`config.mk`:
```
export PLATFORM = sky130hd
export DESIGN_NAME = stop_clk_seq
export DESIGN_NICKNAME = d
export VERILOG_FILES = /design/src/rtl/stop_seq_pkg.sv /design/src/rtl/seq_counter.sv /design/src/rtl/stop_seq_regs.sv /design/src/rtl/stop_seq_fsm.sv /design/src/rtl/stop_clk_seq.sv
export SDC_FILE = /design/constraint.sdc
export NUM_CORES = 1
export LEC_CHECK = 0
export ABC_AREA = 0
export BUFFER_PORTS_ARGS = -buffer_cell sky130_fd_sc_hd__buf_4
export CAP_MARGIN = 5
export CELL_PAD_IN_SITES_DETAIL_PLACEMENT = 1
export CELL_PAD_IN_SITES_GLOBAL_PLACEMENT = 2
export CORE_UTILIZATION = 35
export DETAILED_ROUTE_END_ITERATION = 12
export PLACE_DENSITY_LB_ADDON = 0.1
export SKIP_LAST_GASP = 1
export SLEW_MARGIN = 5
export SYNTH_ARGS = -nofsm -noshare
export SYNTH_HDL_FRONTEND = slang
export SYNTH_SLANG_ARGS = --single-unit
```
`constraint.sdc`:
```
create_clock -name clk_i -period 2.15 [get_ports clk_i]
set_clock_uncertainty 0.1 [all_clocks]
set_input_delay 0.215 -clock clk_i [delete_from_list [all_inputs] [get_ports clk_i]]
set_output_delay 0.215 -clock clk_i [all_outputs]
set_load 0.01 [all_outputs]
```
`src/rtl/stop_seq_pkg.sv`:
```
package stop_seq_pkg;
  localparam int CFG_W = 5;

  typedef enum logic [2:0] {
    ST_RUN, ST_ENTER, ST_STOP, ST_OSC_WAIT, ST_LOCK_WAIT, ST_PREROLL
  } seq_state_e;

  // field order fixes the write-data bit positions: bit0 osc_off .. bit4 ext_clk
  typedef struct packed {
    logic ext_clk;
    logic skip_lock;
    logic clkout_off;
    logic pll_off;
    logic osc_off;
  } seq_cfg_t;

  typedef struct packed {
    logic osc;
    logic pll;
    logic flash;
    logic sys;
    logic clkout;
  } clk_en_t;

  localparam seq_cfg_t CFG_RESET = '{ext_clk: 1'b0, skip_lock: 1'b0, clkout_off: 1'b0,
                                     pll_off: 1'b1, osc_off: 1'b1};
endpackage

```
`src/rtl/seq_counter.sv`:
```
module seq_counter #(
  parameter int W = 8
) (
  input  logic         clk_i,
  input  logic         rst_ni,
  input  logic         clr_i,
  input  logic         inc_i,
  output logic [W-1:0] cnt_o
);
  logic [W-1:0] cnt_q;

  always_ff @(posedge clk_i or negedge rst_ni) begin
    if (!rst_ni)    cnt_q <= '0;
    else if (clr_i) cnt_q <= '0;
    else if (inc_i) cnt_q <= cnt_q + W'(1);
  end

  assign cnt_o = cnt_q;
endmodule

```
`src/rtl/stop_seq_regs.sv`:
```
module stop_seq_regs
  import stop_seq_pkg::*;
#(
  parameter int           TMO_W   = 8,
  parameter logic [TMO_W-1:0] TMO_RST = '1
) (
  input  logic             clk_i,
  input  logic             rst_ni,
  input  logic             cfg_we_i,
  input  logic [CFG_W-1:0] cfg_wdata_i,
  input  logic             tmo_we_i,
  input  logic [TMO_W-1:0] tmo_wdata_i,
  output seq_cfg_t         cfg_o,
  output logic [TMO_W-1:0] tmo_o
);
  seq_cfg_t         cfg_q;
  logic [TMO_W-1:0] tmo_q;

  always_ff @(posedge clk_i or negedge rst_ni) begin
    if (!rst_ni)       cfg_q <= CFG_RESET;
    else if (cfg_we_i) cfg_q <= seq_cfg_t'(cfg_wdata_i);
  end

  always_ff @(posedge clk_i or negedge rst_ni) begin
    if (!rst_ni)       tmo_q <= TMO_RST;
    else if (tmo_we_i) tmo_q <= tmo_wdata_i;
  end

  assign cfg_o = cfg_q;
  assign tmo_o = tmo_q;
endmodule

```
`src/rtl/stop_seq_fsm.sv`:
```
module stop_seq_fsm
  import stop_seq_pkg::*;
#(
  parameter int TMO_W   = 8,
  parameter int PRE_CYC = 16
) (
  input  logic             clk_i,
  input  logic             rst_ni,
  input  seq_cfg_t         cfg_i,
  input  logic [TMO_W-1:0] tmo_i,
  input  logic             stop_req_i,
  input  logic             wake_i,
  input  logic             osc_ready_i,
  input  logic             pll_lock_i,
  output clk_en_t          en_o,
  output logic             err_o
);
  localparam int PRE_W = $clog2(PRE_CYC + 1);
  localparam logic [PRE_W-1:0] PRE_LAST = PRE_W'(PRE_CYC - 1);

  seq_state_e       state_q, state_d;
  clk_en_t          en_q;
  logic             err_q, err_d;
  logic [PRE_W-1:0] pre_cnt;
  logic [TMO_W-1:0] tmo_cnt;
  logic             in_osc_wait, in_preroll;

  assign in_osc_wait = (state_q == ST_OSC_WAIT);
  assign in_preroll  = (state_q == ST_PREROLL);

  seq_counter #(.W(PRE_W)) u_pre_cnt (
    .clk_i (clk_i),
    .rst_ni(rst_ni),
    .clr_i (!in_preroll),
    .inc_i (in_preroll),
    .cnt_o (pre_cnt)
  );

  // saturates at the programmed limit
  seq_counter #(.W(TMO_W)) u_tmo_cnt (
    .clk_i (clk_i),
    .rst_ni(rst_ni),
    .clr_i (!in_osc_wait),
    .inc_i (in_osc_wait && (tmo_cnt != tmo_i)),
    .cnt_o (tmo_cnt)
  );

  function automatic logic need_lock(seq_cfg_t c);
    return c.pll_off && !c.skip_lock && !c.ext_clk;
  endfunction

  function automatic seq_state_e wake_target(seq_cfg_t c);
    if (c.ext_clk)      return ST_PREROLL;
    else if (c.osc_off) return ST_OSC_WAIT;
    else if (need_lock(c)) return ST_LOCK_WAIT;
    else                return ST_PREROLL;
  endfunction

  function automatic clk_en_t decode(seq_state_e s, seq_cfg_t c);
    clk_en_t e;
    e = '0;
    unique case (s)
      ST_RUN:       begin e.osc = 1'b1; e.pll = 1'b1; e.flash = 1'b1; e.sys = 1'b1; end
      ST_ENTER:     begin e.osc = 1'b1; e.pll = 1'b1; end
      ST_STOP:      begin e.osc = !c.osc_off; e.pll = !c.pll_off; end
      ST_OSC_WAIT:  begin e.osc = 1'b1; e.pll = !c.pll_off; end
      ST_LOCK_WAIT: begin e.osc = 1'b1; e.pll = 1'b1; end
      ST_PREROLL:   begin e.osc = 1'b1; e.pll = 1'b1; e.flash = 1'b1; end
      default:      e = '0;
    endcase
    e.clkout = e.pll && !c.clkout_off;
    return e;
  endfunction

  always_comb begin
    state_d = state_q;
    unique case (state_q)
      ST_RUN:       if (stop_req_i && !wake_i) state_d = ST_ENTER;
      ST_ENTER:     state_d = wake_i ? ST_PREROLL : ST_STOP;
      ST_STOP:      if (wake_i) state_d = wake_target(cfg_i);
      ST_OSC_WAIT: begin
        if (cfg_i.ext_clk)    state_d = ST_PREROLL;
        else if (osc_ready_i) state_d = need_lock(cfg_i) ? ST_LOCK_WAIT : ST_PREROLL;
      end
      ST_LOCK_WAIT: if (pll_lock_i || !need_lock(cfg_i)) state_d = ST_PREROLL;
      ST_PREROLL:   if (pre_cnt == PRE_LAST) state_d = ST_RUN;
      default:      state_d = ST_RUN;
    endcase
  end

  always_comb begin
    err_d = 1'b0;
    if (in_osc_wait && !osc_ready_i && !cfg_i.ext_clk)
      err_d = err_q || (tmo_cnt == tmo_i);
  end

  always_ff @(posedge clk_i or negedge rst_ni) begin
    if (!rst_ni) begin
      state_q <= ST_RUN;
      en_q    <= '1;
      err_q   <= 1'b0;
    end else begin
      state_q <= state_d;
      en_q    <= decode(state_d, cfg_i);
      err_q   <= err_d;
    end
  end

  assign en_o  = en_q;
  assign err_o = err_q;
endmodule

```
`src/rtl/stop_clk_seq.sv`:
```
module stop_clk_seq
  import stop_seq_pkg::*;
#(
  parameter int               TMO_W   = 8,
  parameter logic [TMO_W-1:0] TMO_RST = 8'd200,
  parameter int               PRE_CYC = 16
) (
  input  logic             clk_i,
  input  logic             rst_ni,
  input  logic             cfg_we_i,
  input  logic [4:0]       cfg_wdata_i,
  input  logic             tmo_we_i,
  input  logic [TMO_W-1:0] tmo_wdata_i,
  input  logic             stop_req_i,
  input  logic             irq_wake_i,
  input  logic             dbg_wake_i,
  input  logic             osc_ready_i,
  input  logic             pll_lock_i,
  output logic             osc_en_o,
  output logic             pll_en_o,
  output logic             flash_clk_en_o,
  output logic             sys_clk_en_o,
  output logic             clkout_en_o,
  output logic             osc_tmo_err_o
);
  seq_cfg_t         cfg;
  logic [TMO_W-1:0] tmo;
  clk_en_t          en;

  stop_seq_regs #(.TMO_W(TMO_W), .TMO_RST(TMO_RST)) u_regs (
    .clk_i      (clk_i),
    .rst_ni     (rst_ni),
    .cfg_we_i   (cfg_we_i),
    .cfg_wdata_i(cfg_wdata_i),
    .tmo_we_i   (tmo_we_i),
    .tmo_wdata_i(tmo_wdata_i),
    .cfg_o      (cfg),
    .tmo_o      (tmo)
  );

  stop_seq_fsm #(.TMO_W(TMO_W), .PRE_CYC(PRE_CYC)) u_fsm (
    .clk_i      (clk_i),
    .rst_ni     (rst_ni),
    .cfg_i      (cfg),
    .tmo_i      (tmo),
    .stop_req_i (stop_req_i),
    .wake_i     (irq_wake_i || dbg_wake_i),
    .osc_ready_i(osc_ready_i),
    .pll_lock_i (pll_lock_i),
    .en_o       (en),
    .err_o      (osc_tmo_err_o)
  );

  assign osc_en_o       = en.osc;
  assign pll_en_o       = en.pll;
  assign flash_clk_en_o = en.flash;
  assign sys_clk_en_o   = en.sys;
  assign clkout_en_o    = en.clkout;
endmodule

```
# Word-level counts from Yosys, hierarchy flattened
# Index checks and enable logic that the tools add are counted.
# totals
wordCells	71
ff_bits	35
input_bits	22
out_inout_bits	6
# classes
addsub	2
n_reduce_logical	22
n_eq_ne	14
n_mux	18
# ops
cell	n
3-bit two-way mux	9
3-bit case mux with 6 select lines	1
8-bit two-way mux	2
3-bit by 2-bit equality test with 1-bit output (second input constant)	4
3-bit equality test (second input constant)	4
8-bit by 1-bit adder with 8-bit output (second input constant)	1
8-bit equality test	1
1-bit zero test	8
8-bit inequality test	1
1-bit logical AND	7
3-bit by 1-bit equality test with 1-bit output (second input constant)	2
3-bit zero test	2
2-bit case mux with 3 select lines	1
5-bit by 1-bit adder with 5-bit output (second input constant)	1
5-bit by 4-bit equality test with 1-bit output (second input constant)	1
5-bit two-way mux	1
1-bit two-way mux	4
4-bit OR reduction	1
1-bit logical OR	3
2-bit inequality test (second input constant)	1
2-bit OR reduction	1

# Depth between registers and ports, before layout
# depth
depth_word	12
mapped_depth	8

# Modules after synthesis
# A second synthesis with hierarchy kept.
# hier_totals
hier_cells	145
area_unflattened_um2	1754.2
# by_module_without_submodules
module	cells_per_inst	area_per_inst_um2	n_inst
stop_seq_fsm	58	579.3	1
stop_seq_regs	27	519.2	1
seq_counter at u_fsm.u_tmo_cnt	37	396.6	1
seq_counter at u_fsm.u_pre_cnt	22	252.7	1
stop_clk_seq	1	6.3	1

# Worst setup path after synthesis
# Ideal clock, no wire load.
# synth_timing
path_kind	reg2reg
start	reg u_fsm.u_pre_cnt.cnt_q[0] (netlist: u_fsm.u_pre_cnt.cnt_o[0])
end	reg u_fsm.en_q, in the netlist u_fsm.en_o[2]
path_stages_with_launch	9
path_buffers	0
slack_ns	0.322
synth_period_minus_slack_ns	1.828
arrival_time_ns	1.646
path_cell_list	dfrtp_1 -> ha_1 -> and3_1 -> ha_1 -> nand2_1 -> o211ai_1 -> a21oi_1 -> a211oi_2 -> mux2_2
# synth_between
elab_chain_cells	6
word_cells_on_any_way	7
classes_between	2 x eq/ne; 3 x mux; 2 x reduce/logical
# synth_lines
item	line_no	text
start, declared	seq_counter.sv:10	logic [W-1:0] cnt_q;
start signal, assigned	seq_counter.sv:15	else if (inc_i) cnt_q <= cnt_q + W'(1);
5-bit by 4-bit equality test with 1-bit output (*)	stop_seq_fsm.sv:86	ST_PREROLL: if (pre_cnt == PRE_LAST) state_d = ST_RUN;
3-bit two-way mux (*)	stop_seq_fsm.sv:86	
3-bit case mux with 6 select lines (*)	stop_seq_fsm.sv:77	unique case (state_q)
3-bit equality test / 3-bit zero test (equally long branches)	stop_seq_fsm.sv:62	unique case (s)
2-bit OR reduction (no source line) (*)	--	
1-bit two-way mux (*)	stop_seq_fsm.sv:62	
end signal, assigned	stop_seq_fsm.sv:104	en_q <= decode(state_d, cfg_i);
end, declared	stop_seq_fsm.sv:22	clk_en_t en_q;
# Mark *: on every way between the ends. The rest lies on a longest branch, timed or not.
# A chain may end at the register's enable or synchronous reset.

# Worst setup path after layout
# Same ends and word-level chain as after synthesis.

==> impl_metrics.tcl <==
set metrics [dict create \
    outcome "finished with violations" \
    violations "DRC" \
    final_hold_viol_count 0 \
    tightest_slew_ps 442 \
    grt_antenna_before_repair 0 \
    post_drt_wl_per_cell_um 15.3 \
    cts_buffer_depth 2 \
    regToRegStartpoint "u_fsm.u_pre_cnt.cnt_o[0]" \
    ys_types 35 \
    fin_crit_sh 0.888 \
    drc_errors 1 \
    post_cts_buffers 0 \
    num_antenna_cells 0 \
    numClockSinks 35 \
    path_depth 8 \
    holdPathStages 2 \
    max-slew-margin-rel 0.706 \
    path_clk_slew_ps 70 \
    layout.nets 205 \
    gp_congestion 0.796 \
    routed_wl_um 3560 \
    grt.total_usage 0.162 \
    grt_pass1_vias 1319 \
    power.internal_w 0.00118 \
    yosysWarnings 0 \
    synthArstFlopShare 1.00 \
    setup_violations 0 \
    rsz0062_at_grt "no" \
    crit_path_cell_trace "ha_1 > and3_1 > ha_1 > nand2_1 > o211ai_1 > a21oi_1 > a211oi_2 > mux2_2" \
    via_count 1176 \
    vias_per_cell 5.05 \
    hp-class "in2reg" \
    drt-pass1-iter-count 7 \
    ant_nets 0 \
    ys_ff_latch 35 \
    dieWidth_um 71.2 \
    drive_gt1_frac 0.370 \
    reg2reg_slack_ps 240 \
    pwr-share-seq 0.512 \
    h-tree-depth 2 \
    worst_setup_path_endpoint "u_fsm.en_o[2]" \
    power_density_nw_per_um2 823 \
    synth_top_area_cell "dfrtp_1" \
    max_stage_delay_ps 380 \
    switching_share 0.295 \
    r2r-end "u_fsm.en_o[2]" \
    worst_ep_arrival_time_ps 2020 \
    syn_to_final_growth_pct 21.0 \
    crit_buf_inv 0 \
    maxCapViolations 0 \
    ys_seq_area_frac 0.530 \
    dp.final_hpwl_um 2680 \
    worstSetupStartpointType "flip-flop" \
    fin_crit_ps 1910 \
    io_pins 28 \
    cp_max_fo 3 \
    rr_worst_depth 8 \
    path_class "reg2reg" \
    die-area_sq_um 5070 \
    cp-startpoint "u_fsm.u_pre_cnt.cnt_o[0]" \
    maxSlewViolCount 0 \
    finalInstanceArea_sq_um 2030 \
    synth_commonest_cells "dfrtp_1 (25), nor2_1 (15), mux2_2 (14)" \
    clk_latency_ps 280 \
    syn-instance-count 148 \
    overflow 0 \
    port_buffers 27 \
    synth_ff_type "dfrtp_1" \
    synth-edff-count 0 \
    p_clk_frac 0.271 \
    dpl_cell_area_sq_um 1940 \
    grt_max_degree 36 \
    p_leak_nw 0.901 \
    worst_path_most_repeated_cell "ha_1" \
    avgSynthCellArea_sq_um 11.3 \
    numCtsBuffers 5 \
    pwr-share-comb 0.218 \
    crit_slowest_cell "dfrtp_1" \
    fillers 508 \
    cts_root_buf "clkbuf_8" \
    path_delay_family "compound AO/OA/AOI/OAI gates" \
    setup_tns_ps 0 \
    fp-row-count 24 \
    cts_tree "built" \
    synth_most_common_cell "dfrtp_1" \
    cp_data_required_time_ps 2260 \
    start_util 0.375 \
    p_switching_w 0.000492 \
    drt_first_iter_violations 24 \
    yosys.area.top_type_share 0.373 \
    synth_area_sq_um 1680 \
    synth.area.top_cells "dfrtp_1 (37%), dfstp_2 (16%), mux2_2 (9.4%), xor2_1 (5.2%), nor2_1 (3.4%)" \
    grt_pass1_wl_um 6310 \
    max_freq_mhz 524 \
    vdd_ir_drop_max_mv 0.421 \
    coreArea_sq_um 4470 \
    synthesis.nets 173 \
    fp.dieH_um 71.2 \
    crit_path_end_kind "flip-flop" \
]
-- metal layers --
layer  vias to the layer above  global-route usage  wire length [um]  share of wire
met5                         -                   0                 0              0
met4                         0              0.0533                49          0.014
met3                         5              0.0380               101          0.028
met2                        17               0.290              1940           0.54
met1                       580               0.192              1480           0.41
li1                        574                   -                 -              -
-- kinds of logic (layout without fill, tap and decap cells) --
group                      after synthesis  in the layout  synth area share
and+or+nand+nor                         46             46             0.151
DFF                                     35             35             0.530
AOI/OAI and AO/OA                       22             22            0.0828
xor gates and xnor gates                16             16            0.0836
muxes                                   15             15             0.100
buffers and inverters                   11             44            0.0306
adders and majority gates                3              3            0.0224
-- worst min path at each step --
stage	from	slack, ps	end
finish	osc_ready_i	30	u_fsm.err_o
global route	osc_ready_i	20	u_fsm.err_o
CTS	osc_ready_i	20	u_fsm.err_o
detailed placement	rst_ni	100	u_fsm.u_tmo_cnt.cnt_o[7]
global placement	rst_ni	90	u_fsm.u_tmo_cnt.cnt_o[7]
floorplan	rst_ni	-180	u_fsm.err_o
-- cell usage in the layout, fill, tap and decap left out, types with 3 or more instances in the layout --
cell type,synthesis,final
clkbuf_8,0,5
buf_4,0,31
a21oi_1,10,10
nand3_1,4,4
nand2_1,8,8
xor2_1,10,10
ha_1,3,3
inv_1,4,4
dfstp_2,10,10
mux2_2,14,14
dfrtp_1,25,25
nor4_2,3,3
nor2_1,15,15
xnor2_1,6,6
-- power by group through the flow --
stage          Sequential [W]  Combinational (W)  Clock [W]
3_5_place_dp         0.000865           0.000369          0
6_report             0.000854           0.000364   0.000452
2_1_floorplan        0.000819           0.000261          0
4_1_cts              0.000855           0.000371   0.000471
3_3_place_gp         0.000861           0.000360          0
5_1_grt              0.000869           0.000411   0.000499
-- state kept, by name, indices dropped and copies added, names as in the netlist --
signal,cells
u_fsm.state_q,3
u_fsm.u_tmo_cnt.cnt_o,8
u_fsm.u_pre_cnt.cnt_o,5
u_regs.cfg_o,5
u_fsm.err_o,1
u_fsm.en_o,5
u_regs.tmo_o,8
-- final cells by class --
class,instances,area (sq um),area share
clock inverter,1,5.00,0.00247
inverter,4,15.0,0.00740
clock buffer,7,76.3,0.0376
tap,52,65.1,0.0321
timing repair buffer,32,243,0.120
multi-input combinational,102,737,0.363
sequential,35,888,0.438
-- what timing repair did --
action	CTS	global route
hold buffers	1	0
endpoints found under the hold margin	25	0
resized for setup	0	0
-- per-stage QoR --
| stage | setup slack, ps | util | total power [W] | hold slack, ps | cells |
|---|---|---|---|---|---|
| 3_5_place_dp | 242 | 0.433 | 0.00123 | 96.6 | 224 |
| 3_3_place_gp | 274 | 0.433 | 0.00122 | 88.7 | 224 |
| 2_1_floorplan | 322 | - | 0.00108 | -181 | 148 |
| 4_1_cts | 229 | 0.454 | 0.00170 | 19.1 | 233 |
| 5_1_grt | 85.2 | 0.454 | 0.00178 | 18.1 | 233 |
| 6_report | 240 | 0.454 | 0.00167 | 26.7 | 233 |
(Power assumes the default switching activity.)
